<file path="src/rtl/dtg_pkg.sv">
package dtg_pkg;

  typedef struct packed {
    logic [9:0]  back;
    logic [10:0] sync;
    logic [10:0] front;
  } porch_t;

  typedef struct packed {
    logic [15:0] lines;
    logic [15:0] pixels;
  } extent_t;

  typedef enum logic [1:0] {SHOW_OFF, SHOW_LIVE, SHOW_BARS} show_t;

  localparam int A_MODE = 0;
  localparam int A_HORZ = 1;
  localparam int A_VERT = 2;
  localparam int A_EXT  = 3;
  localparam int A_BG   = 4;
  localparam int A_POL  = 5;

  localparam porch_t  DEF_HORZ = '{back: 10'd38, sync: 11'd216, front: 11'd128};
  localparam porch_t  DEF_VERT = '{back: 10'd2,  sync: 11'd37,  front: 11'd7};
  localparam extent_t DEF_EXT  = '{lines: 16'd1024, pixels: 16'd1280};
  localparam logic [23:0] DEF_BG = 24'h7F7F7F;

  function automatic show_t decode_mode(input logic [2:0] m);
    case (m)
      3'd0:    return SHOW_OFF;
      3'd4:    return SHOW_BARS;
      default: return SHOW_LIVE;
    endcase
  endfunction

endpackage

</file>
<file path="src/rtl/dtg_regs.sv">
module dtg_regs
  import dtg_pkg::*;
#(
  parameter int ADDR_W = 4,
  parameter int RGB_W  = 24,
  parameter int NBARS  = 8,
  localparam int BAR_AW = $clog2(NBARS)
) (
  input  logic                   clk,
  input  logic                   rst_n,
  input  logic                   wr_en,
  input  logic [ADDR_W-1:0]      wr_addr,
  input  logic [31:0]            wr_data,
  input  logic                   frame_end,
  output porch_t                 act_h,
  output porch_t                 act_v,
  output extent_t                act_ext,
  output show_t                  act_show,
  output logic [1:0]             act_pol,
  output logic [RGB_W-1:0]       bg_rgb,
  output logic [NBARS*RGB_W-1:0] bar_rgb
);

  logic [2:0]       mode_q, mode_d;
  porch_t           horz_q, horz_d, vert_q, vert_d;
  extent_t          ext_q, ext_d;
  logic [1:0]       pol_q, pol_d;
  logic [RGB_W-1:0] bg_q, bg_d;
  logic             load;

  always_comb begin
    mode_d = mode_q;
    horz_d = horz_q;
    vert_d = vert_q;
    ext_d  = ext_q;
    pol_d  = pol_q;
    bg_d   = bg_q;
    if (wr_en) begin
      case (wr_addr)
        ADDR_W'(A_MODE): mode_d = wr_data[2:0];
        ADDR_W'(A_HORZ): horz_d = wr_data;
        ADDR_W'(A_VERT): vert_d = wr_data;
        ADDR_W'(A_EXT):  ext_d  = wr_data;
        ADDR_W'(A_BG):   bg_d   = wr_data[RGB_W-1:0];
        ADDR_W'(A_POL):  pol_d  = wr_data[1:0];
        default: ;
      endcase
    end
  end

  always_ff @(posedge clk or negedge rst_n) begin
    if (!rst_n) begin
      mode_q <= 3'd0;
      horz_q <= DEF_HORZ;
      vert_q <= DEF_VERT;
      ext_q  <= DEF_EXT;
      pol_q  <= 2'b00;
      bg_q   <= DEF_BG;
    end else if (wr_en) begin
      mode_q <= mode_d;
      horz_q <= horz_d;
      vert_q <= vert_d;
      ext_q  <= ext_d;
      pol_q  <= pol_d;
      bg_q   <= bg_d;
    end
  end

  for (genvar i = 0; i < NBARS; i++) begin : g_bar
    logic             we;
    logic [RGB_W-1:0] col_q;
    assign we = wr_en && (wr_addr[ADDR_W-1:BAR_AW] == (ADDR_W-BAR_AW)'(1))
                      && (wr_addr[BAR_AW-1:0] == BAR_AW'(i));
    always_ff @(posedge clk or negedge rst_n) begin
      if (!rst_n)  col_q <= '0;
      else if (we) col_q <= wr_data[RGB_W-1:0];
    end
    assign bar_rgb[i*RGB_W +: RGB_W] = col_q;
  end

  // Shadow copies reload every cycle while off, else only at frame end.
  assign load = frame_end || (act_show == SHOW_OFF);

  always_ff @(posedge clk or negedge rst_n) begin
    if (!rst_n) begin
      act_h    <= DEF_HORZ;
      act_v    <= DEF_VERT;
      act_ext  <= DEF_EXT;
      act_show <= SHOW_OFF;
      act_pol  <= 2'b00;
    end else if (load) begin
      act_h    <= horz_q;
      act_v    <= vert_q;
      act_ext  <= ext_q;
      act_show <= decode_mode(mode_q);
      act_pol  <= pol_q;
    end
  end

  assign bg_rgb = bg_q;

  AST_SHADOW_HOLD: assert property (@(posedge clk) disable iff (!rst_n)
    !load |=> ($stable(act_h) && $stable(act_v) && $stable(act_ext) && $stable(act_pol)));

endmodule

</file>
<file path="src/rtl/dtg_axis_cnt.sv">
module dtg_axis_cnt #(
  parameter int CNT_W = 16,
  localparam int TOT_W = CNT_W + 2
) (
  input  logic             clk,
  input  logic             rst_n,
  input  logic             clr,
  input  logic             step,
  input  logic [CNT_W-1:0] len_act,
  input  logic [10:0]      len_front,
  input  logic [10:0]      len_sync,
  input  logic [9:0]       len_back,
  output logic [CNT_W-1:0] cnt,
  output logic             wrap,
  output logic             in_act,
  output logic             in_sync
);

  logic [TOT_W-1:0] sync_lo, sync_hi, total;
  logic [CNT_W-1:0] cnt_d;
  logic             cnt_en;

  assign sync_lo = TOT_W'(len_act) + TOT_W'(len_front);
  assign sync_hi = sync_lo + TOT_W'(len_sync);
  assign total   = sync_hi + TOT_W'(len_back);

  assign wrap    = step && (TOT_W'(cnt) == total - TOT_W'(1));
  assign in_act  = cnt < len_act;
  assign in_sync = (TOT_W'(cnt) >= sync_lo) && (TOT_W'(cnt) < sync_hi);

  assign cnt_en = clr || step;

  always_comb begin
    if (clr || wrap) cnt_d = '0;
    else             cnt_d = cnt + CNT_W'(1);
  end

  always_ff @(posedge clk or negedge rst_n) begin
    if (!rst_n)      cnt <= '0;
    else if (cnt_en) cnt <= cnt_d;
  end

  AST_CNT_BOUND: assert property (@(posedge clk) disable iff (!rst_n)
    (total != '0) |-> (TOT_W'(cnt) < total));
  AST_CNT_WRAP: assert property (@(posedge clk) disable iff (!rst_n)
    wrap |=> (cnt == '0));

endmodule

</file>
<file path="src/rtl/dtg_pix_mux.sv">
module dtg_pix_mux
  import dtg_pkg::*;
#(
  parameter int CNT_W = 16,
  parameter int RGB_W = 24,
  parameter int NBARS = 8,
  localparam int IDX_W = $clog2(NBARS),
  localparam int XW    = CNT_W + IDX_W + 1
) (
  input  show_t                  show,
  input  logic                   de,
  input  logic                   pix_valid,
  input  logic [RGB_W-1:0]       pix_rgb,
  input  logic [RGB_W-1:0]       bg_rgb,
  input  logic [NBARS*RGB_W-1:0] bar_rgb,
  input  logic [CNT_W-1:0]       x,
  input  logic [CNT_W-1:0]       width,
  output logic [RGB_W-1:0]       rgb
);

  logic [NBARS-1:1] ge;
  logic [IDX_W-1:0] idx;

  // Stripe k starts where x*NBARS reaches k*width; no divider needed.
  for (genvar k = 1; k < NBARS; k++) begin : g_edge
    assign ge[k] = (XW'(x) * XW'(NBARS)) >= (XW'(width) * XW'(k));
  end

  always_comb begin
    idx = '0;
    for (int k = 1; k < NBARS; k++) begin
      if (ge[k]) idx = idx + IDX_W'(1);
    end
  end

  always_comb begin
    if (!de)                    rgb = bg_rgb;
    else if (show == SHOW_BARS) rgb = bar_rgb[int'(idx)*RGB_W +: RGB_W];
    else if (pix_valid)         rgb = pix_rgb;
    else                        rgb = bg_rgb;
  end

endmodule

</file>
<file path="src/rtl/disp_timing_gen.sv">
module disp_timing_gen
  import dtg_pkg::*;
#(
  parameter int ADDR_W = 4,
  parameter int CNT_W  = 16,
  parameter int RGB_W  = 24,
  parameter int NBARS  = 8
) (
  input  logic              clk,
  input  logic              rst_n,
  input  logic              wr_en,
  input  logic [ADDR_W-1:0] wr_addr,
  input  logic [31:0]       wr_data,
  input  logic              pix_valid,
  input  logic [RGB_W-1:0]  pix_rgb,
  output logic              hsync,
  output logic              vsync,
  output logic              de,
  output logic [CNT_W-1:0]  x_pos,
  output logic [CNT_W-1:0]  y_pos,
  output logic [RGB_W-1:0]  rgb
);

  porch_t                 sh_h, sh_v;
  extent_t                sh_ext;
  show_t                  show;
  logic [1:0]             sh_pol;
  logic [RGB_W-1:0]       bg_rgb, px_rgb;
  logic [NBARS*RGB_W-1:0] bar_rgb;
  logic [CNT_W-1:0]       hc, vc;
  logic                   running, frame_end;
  logic                   h_wrap, v_wrap, h_act, v_act, h_sync, v_sync;
  logic                   de_d, hs_d, vs_d;
  logic [CNT_W-1:0]       x_d, y_d;
  logic [RGB_W-1:0]       rgb_d;

  assign running   = (show != SHOW_OFF);
  assign frame_end = h_wrap && v_wrap;

  dtg_regs #(.ADDR_W(ADDR_W), .RGB_W(RGB_W), .NBARS(NBARS)) u_regs (
    .clk(clk), .rst_n(rst_n), .wr_en(wr_en), .wr_addr(wr_addr), .wr_data(wr_data),
    .frame_end(frame_end), .act_h(sh_h), .act_v(sh_v), .act_ext(sh_ext),
    .act_show(show), .act_pol(sh_pol), .bg_rgb(bg_rgb), .bar_rgb(bar_rgb)
  );

  dtg_axis_cnt #(.CNT_W(CNT_W)) u_hcnt (
    .clk(clk), .rst_n(rst_n), .clr(!running), .step(running),
    .len_act(sh_ext.pixels[CNT_W-1:0]), .len_front(sh_h.front),
    .len_sync(sh_h.sync), .len_back(sh_h.back),
    .cnt(hc), .wrap(h_wrap), .in_act(h_act), .in_sync(h_sync)
  );

  dtg_axis_cnt #(.CNT_W(CNT_W)) u_vcnt (
    .clk(clk), .rst_n(rst_n), .clr(!running), .step(h_wrap),
    .len_act(sh_ext.lines[CNT_W-1:0]), .len_front(sh_v.front),
    .len_sync(sh_v.sync), .len_back(sh_v.back),
    .cnt(vc), .wrap(v_wrap), .in_act(v_act), .in_sync(v_sync)
  );

  dtg_pix_mux #(.CNT_W(CNT_W), .RGB_W(RGB_W), .NBARS(NBARS)) u_mux (
    .show(show), .de(de_d), .pix_valid(pix_valid), .pix_rgb(pix_rgb),
    .bg_rgb(bg_rgb), .bar_rgb(bar_rgb), .x(hc),
    .width(sh_ext.pixels[CNT_W-1:0]), .rgb(px_rgb)
  );

  always_comb begin
    de_d  = running && h_act && v_act;
    hs_d  = running ? (h_sync ^ sh_pol[0]) : sh_pol[0];
    vs_d  = running ? (v_sync ^ sh_pol[1]) : sh_pol[1];
    x_d   = running ? hc : '0;
    y_d   = running ? vc : '0;
    rgb_d = running ? px_rgb : '0;
  end

  always_ff @(posedge clk or negedge rst_n) begin
    if (!rst_n) begin
      de    <= 1'b0;
      hsync <= 1'b0;
      vsync <= 1'b0;
      x_pos <= '0;
      y_pos <= '0;
      rgb   <= '0;
    end else begin
      de    <= de_d;
      hsync <= hs_d;
      vsync <= vs_d;
      x_pos <= x_d;
      y_pos <= y_d;
      rgb   <= rgb_d;
    end
  end

  AST_DE_IN_ACTIVE: assert property (@(posedge clk) disable iff (!rst_n)
    de |-> ((x_pos < sh_ext.pixels[CNT_W-1:0]) && (y_pos < sh_ext.lines[CNT_W-1:0])));
  AST_OFF_QUIET: assert property (@(posedge clk) disable iff (!rst_n)
    (show == SHOW_OFF) |=> (!de && rgb == '0 && x_pos == '0 && y_pos == '0));
  AST_IDLE_SYNC: assert property (@(posedge clk) disable iff (!rst_n)
    (show == SHOW_OFF) |=> (hsync == $past(sh_pol[0]) && vsync == $past(sh_pol[1])));
  AST_BAR_EDGE: assert property (@(posedge clk) disable iff (!rst_n)
    (de && x_pos == '0 && $past(show) == SHOW_BARS) |-> (rgb == $past(bar_rgb[RGB_W-1:0])));

endmodule

</file>
<file path="config.mk">
export PLATFORM = sky130hd
export DESIGN_NAME = disp_timing_gen
export DESIGN_NICKNAME = d
export VERILOG_FILES = /design/src/rtl/dtg_pkg.sv /design/src/rtl/dtg_regs.sv /design/src/rtl/dtg_axis_cnt.sv /design/src/rtl/dtg_pix_mux.sv /design/src/rtl/disp_timing_gen.sv
export SDC_FILE = /design/constraint.sdc
export NUM_CORES = 1
export LEC_CHECK = 0
export ABC_AREA = 1
export BUFFER_PORTS_ARGS = -buffer_cell sky130_fd_sc_hd__buf_2
export CAP_MARGIN = 40
export CORE_UTILIZATION = 29
export DETAILED_ROUTE_END_ITERATION = 10
export HOLD_SLACK_MARGIN = 0.1
export PLACE_DENSITY = 0.5
export SYNTH_ARGS = -nofsm -noshare
export SYNTH_HDL_FRONTEND = slang
export SYNTH_SLANG_ARGS = --single-unit
</file>
<file path="constraint.sdc">
create_clock -name clk -period 9.4 [get_ports clk]
set_input_delay 1.88 -clock clk [delete_from_list [all_inputs] [get_ports clk]]
set_output_delay 1.88 -clock clk [all_outputs]
set_load 0.02 [all_outputs]
</file>
==> impl_metrics.toml, run 1 <==
[floorplan]
core_sq_um = 116000
fp-row-count = 125
die_h_microns = 344
boundaryPins = 123
dieWidth_microns = 344
initial_utilization_pct = 29.2
dieArea_sq_um = 118000

[routing]
drc = 0
drt_pass1_iterations = 6
drt-total-wl_microns = 108000
drtIter0Drc = 2211
vias_per_cell = 4.92
antenna_left = 0
wl_per_cell_microns = 18.1
num_vias = 29300

[clock_tree]
htreeDepth = 2
clk_pin_slew_ns = 0.06
cts_setup_buffers = 0
cts_resized = 0
max-clock-path-buffers = 3
tritoncts = "yes"
clock_sinks = 508
cts-hold-fix-buffers = 0
clockRootBuffer = "clkbuf_16"
clk_latency_ns = 0.65
cts_made_buffers = 53

[timing]
worst_slew_pin_slew_ns = 0.874
relSlewSlack_pct = 40.2
finalHoldViolCount = 0
drv_slew = 0
finalWorstSetupSlack_ns = 1.88
finalSetupTns_ns = 0
rsz0062_at_grt = "false"
period_minus_slack_ns = 7.52
clock.fmax_mhz = 133
hold_ws_ns = 0.467
skew_ns = 0.0280
setup_viol = 0
period_share_pct = 80.0

[synthesis]
syn_area_sq_um = 33900
synth-edff-count = 0
ys_types = 57
ys_ff_latch = 508
synth_top_area_share_pct = 33.3
syn_nets = 4790
synth_top_area_cell = "dfrtp_1"
seq_area_frac_synth_pct = 37.7
ys_top_cells_by_count = "nand2_1 (1078), nand3_1 (541), dfrtp_1 (451), o21ai_0 (388), inv_1 (372)"
synth_area_per_cell_sq_um = 7.80
synth_area_leaders = "dfrtp_1 (33%), ha_1 (13%), nand2_1 (12%)"
synthCells = 4346
synth_most_common_cell = "nand2_1"
async_reset_ff_share_pct = 100
ys_warn_count = 0
ys.flop_type = "dfrtp_1"

[layout]
multi_input_area_sq_um = 18800
seq_area_sq_um = 12800
nFillCells = 12500
area_delta_synth_final_pct = 12.0
drive_gt1_share_pct = 8.91
nets = 4824
fin_area_sq_um = 38000

[place]
dpl_cell_area_sq_um = 36100
place_ws_ns = 1.82
io_buffer_count = 122
gp_congestion = 0.864
post-dp-hpwl_microns = 73600

[grt]
grt_max_degree = 142
grt.overflow.total = 0
grt_pass1_vias = 28200
grt_pass1_wl_microns = 169000
track_usage_pct = 18.3
antenna_found_initial = 10

[status]
status = "finished clean"

[run]
cap_violations = 0

[setup_path]
critPathRequiredTime_ns = 9.97
worstRegToRegCells = 34
critPathKind = "register to register"
crit_slowest_cell = "buf_4"
path_common_cell = "nand2_1"
crit_cells = 34
crit_family = "simple AND/OR/NAND/NOR gates"
path_buf_inv = 5
path_max_fanout = 57
worstPathArrival_ns = 8.08
start_kind = "register"
worst_setup_path_end_kind = "register"
worst_path_largest_cell_delay_ns = 0.63

[power_and_ir_drop]
p_leak_nw = 19.1
finalPower_w = 0.0150
vdd_ir_drop_max_mv = 0.252
p_per_area_nw_per_um2 = 394

[worst_hold_path]
worstHoldPathCells = 2
min_path_type = "register to register"
stage by stage:
stage,utilization [%],std cells
2_1_floorplan,-,4346
6_report,32.7,5951
4_1_cts,32.7,5948
3_5_place_dp,31.1,5849
3_3_place_gp,31.0,5842
5_1_grt,32.7,5948
layout make-up:
class	instances	area share (%)
antenna	3	0.0198
clock buffer	81	4.14
clock inverter	18	0.597
inverter	379	3.75
multi-input combinational	3257	49.5
sequential	508	33.7
tap	1524	5.02
timing repair buffer	181	3.25
flip-flops by register name, summed over array words and instances (netlist names):
register,cells
u_regs.vert_q,32
hsync,1
u_hcnt.cnt,16
u_vcnt.cnt,16
u_regs.bg_rgb,24
vsync,1
de,1
y_pos,16
u_regs.act_ext,32
u_regs.act_h,32
u_regs.pol_q,2
u_regs.mode_q,3
rgb,24
x_pos,16
u_regs.act_v,32
u_regs.g_bar.col_q,192
u_regs.ext_q,32
u_regs.act_show,2
u_regs.act_pol,2
u_regs.horz_q,32
path summary, 6_finish.rpt:
kind                                    from                       end  slack (ns)
setup / recovery           u_regs.act_ext[0]          u_regs.act_v[23]        1.88
hold / removal              u_regs.act_h[23]          u_regs.act_h[23]        0.47
setup reg to reg           u_regs.act_ext[0]          u_regs.act_v[23]        1.88
hold reg to reg             u_regs.act_h[23]          u_regs.act_h[23]        0.47
max in group asynchronous              rst_n  u_regs.g_bar[5].col_q[3]        6.22
min in group asynchronous              rst_n                  y_pos[2]        1.26
cells in the final DEF (no fill, tap or decap), types with 101 or more instances in the layout:
cell type	instances
nand3_1	536
a21oi_1	209
dfrtp_1	451
o21ai_0	388
nand2_1	1077
inv_1	372
xor2_1	101
buf_2	121
nor2_1	224
ha_1	356
per-layer routing:
| layer | GRT usage, % | routed length (microns) |
|---|---|---|
| met5 | 0 | 0 |
| met4 | 4.68 | 2440 |
| met3 | 2.23 | 5470 |
| met2 | 28.2 | 46900 |
| met1 | 26.9 | 53100 |
where the power goes:
group	total (W)	internal (W)	switching [W]	leakage [nW]
sequential	0.00318	0.00274	0.000442	6.43
combinational	0.00958	0.00351	0.00607	11.8
clock	0.00220	0.00124	0.000963	0.876
total	0.0150	0.00749	0.00748	19.1
worst min-delay path: cells and delay by family, from the launching register on:
kind             cells  cell delay, ns
AND/OR/NAND/NOR      2            0.09
flip-flops           1            0.37
kinds of logic (layout without fill, tap and decap cells):
group | Yosys count | count (layout) | synth area share (%)
buffers and inverters | 581 | 659 | 7.07
XOR/XNOR | 135 | 135 | 3.55
flip-flops | 508 | 508 | 37.7
other | 1 | 4 | 0.0111
AND/OR/NAND/NOR | 2071 | 2071 | 26.6
AO/OA/AOI/OAI | 670 | 670 | 10.4
adder cells (fa/ha/maj) | 380 | 380 | 14.6
Power figures use the tool's default switching activity.
==> run 2, diff against run 1 <==
Clock period 9.4 ns to 7.3 ns, I/O delays scaled along.
==> impl_metrics.toml, run 2 (same netlist as run 1, synthesis figures left out) <==
[floorplan]
boundaryPins = 123
core_sq_um = 116000
fp-row-count = 125
initial_utilization_pct = 29.2
dieWidth_microns = 344
dieArea_sq_um = 118000
die_h_microns = 344

[timing]
clock.fmax_mhz = 147
drv_slew = 0
finalSetupTns_ns = 0
relSlewSlack_pct = 36.8
period_share_pct = 93.2
setup_viol = 0
period_minus_slack_ns = 6.81
finalWorstSetupSlack_ns = 0.493
finalHoldViolCount = 0
hold_ws_ns = 0.458
worst_slew_pin_slew_ns = 0.948
skew_ns = 0.0463

[routing]
num_vias = 29300
antenna_left = 0
drtIter0Drc = 2322
drt-total-wl_microns = 109000
drt_pass1_iterations = 5
wl_per_cell_microns = 18.3
drc = 0
vias_per_cell = 4.90

[setup_path]
r2r-start = "u_regs.act_ext[3]"
worstRegToRegCells = 47
worst_path_largest_cell_delay_ns = 0.52
worstPathArrival_ns = 7.36
path_common_cell = "nand2_1"
start_kind = "register"
path_max_fanout = 12
critPathKind = "register to register"
critPathRequiredTime_ns = 7.85
worst_setup_path_end_kind = "register"
reg2reg_slack_ns = 0.49
crit_slowest_cell = "dfrtp_2"
rr_endpoint = "rgb[17]"

[worst_hold_path]
worstHoldPathCells = 2
hold-path-endpoint = "u_regs.act_ext[26]"
min_path_type = "register to register"
holdCritStartpoint = "u_regs.ext_q[26]"

[clock_tree]
clk_pin_slew_ns = 0.06
clockRootBuffer = "clkbuf_16"
clk_latency_ns = 0.66
tritoncts = "yes"
htreeDepth = 2
clock_sinks = 508
max-clock-path-buffers = 3
cts_made_buffers = 55
cts-hold-fix-buffers = 0

[power_and_ir_drop]
p_per_area_nw_per_um2 = 506
vdd_ir_drop_max_mv = 0.334
p_leak_nw = 19.3

[layout]
drive_gt1_share_pct = 9.64
final_cells = 5974
final_util_pct = 33.0
mostFrequentLayoutCell = "nand2_1"
area_delta_synth_final_pct = 13.1
layout_common_cells = "nand2_1 (1075), nand3_1 (536), dfrtp_1 (450)"
regMostFlops = "u_regs.g_bar.col_q"
nets = 4847
nFillCells = 12500
largest_register_ffs = 192

[grt]
grt_pass1_vias = 28100
grt_max_degree = 139
grt_pass1_wl_microns = 169000
track_usage_pct = 18.4
antenna_found_initial = 7
grt.overflow.total = 0

[status]
status = "finished clean"

[place]
dpl.cell_count = 5860
gp_congestion = 0.866
place_ws_ns = 0.319
io_buffer_count = 122
post-dp-hpwl_microns = 73500

[run]
cap_violations = 0
-- run 2: cell count changes in the layout (fill, tap and decap cells not counted), sizes merged --
| cell | previous run | this run |
|---|---|---|
| clkbuf | 81 | 91 |
| diode | 3 | 1 |
| clkinvlp | 3 | 6 |
| buf | 181 | 199 |
| bufinv | 3 | 1 |
| clkinv | 12 | 8 |
-- run 2: cell type report --
cell class / count / area (sq um) / area share (%)
Timing Repair Buffer: 202 / 1530 / 3.99
Multi-Input combinational cell: 3257 / 18900 / 49.2
Inverter: 379 / 1430 / 3.72
Clock inverter: 15 / 164 / 0.428
Clock buffer: 88 / 1640 / 4.28
Sequential cell: 508 / 12800 / 33.4
Antenna cell: 1 / 2.50 / 0.00653
Tap cell: 1524 / 1910 / 4.98
-- run 2: stage by stage --
stage	cell area [sq um]	total power, W
floorplan	33900	0.0135
global placement	36200	0.0164
detailed placement	36300	0.0165
CTS	38100	0.0195
global route	38300	0.0215
finish	38300	0.0194
-- run 2: critical path: cells and delay by family, from the launching register on --
kind | cells | cell delay (ns)
adder cells (fa/ha/maj) | 6 | 1.66
AND/OR/NAND/NOR | 26 | 2.37
buffers and inverters | 4 | 0.56
flip-flops | 1 | 0.52
XOR/XNOR | 1 | 0.21
AO/OA/AOI/OAI | 10 | 1.37
-- run 2: repair_timing --
| item | 4_1_cts | 5_1_grt |
|---|---|---|
| buffers inserted | 0 | 6 |
| endpoints found under the hold margin | 0 | 0 |
| endpoints found under the setup margin | 0 | 24 |
| gates resized for setup | 0 | 18 |
-- run 2: worst max path at each step --
stage,startpoint,to,slack [ns],cells past startpoint
floorplan,u_regs.act_ext[2],rgb[10],0.99,45
global placement,u_regs.act_ext[3],rgb[14],0.42,43
detailed placement,u_regs.act_ext[3],rgb[9],0.32,45
CTS,u_regs.act_ext[3],rgb[17],0.33,45
global route,u_regs.act_ext[1],rgb[7],-0.02,50
finish,u_regs.act_ext[3],rgb[17],0.49,47
-- run 2: metal layers --
layer / routed length, microns / global-route usage (%) / share of wire (%)
met1: 53100 / 26.5 / 49
met2: 47900 / 28.8 / 44
met3: 5860 / 2.62 / 5.4
met4: 2230 / 4.11 / 2.0
met5: 15 / 0 / 0.014
-- run 2: power breakdown --
| part | leakage, nW | total [W] | internal, W | switching (W) |
|---|---|---|---|---|
| clock | 0.865 | 0.00284 | 0.00158 | 0.00125 |
| combinational | 12.0 | 0.0125 | 0.00460 | 0.00790 |
| sequential | 6.43 | 0.00403 | 0.00353 | 0.000506 |
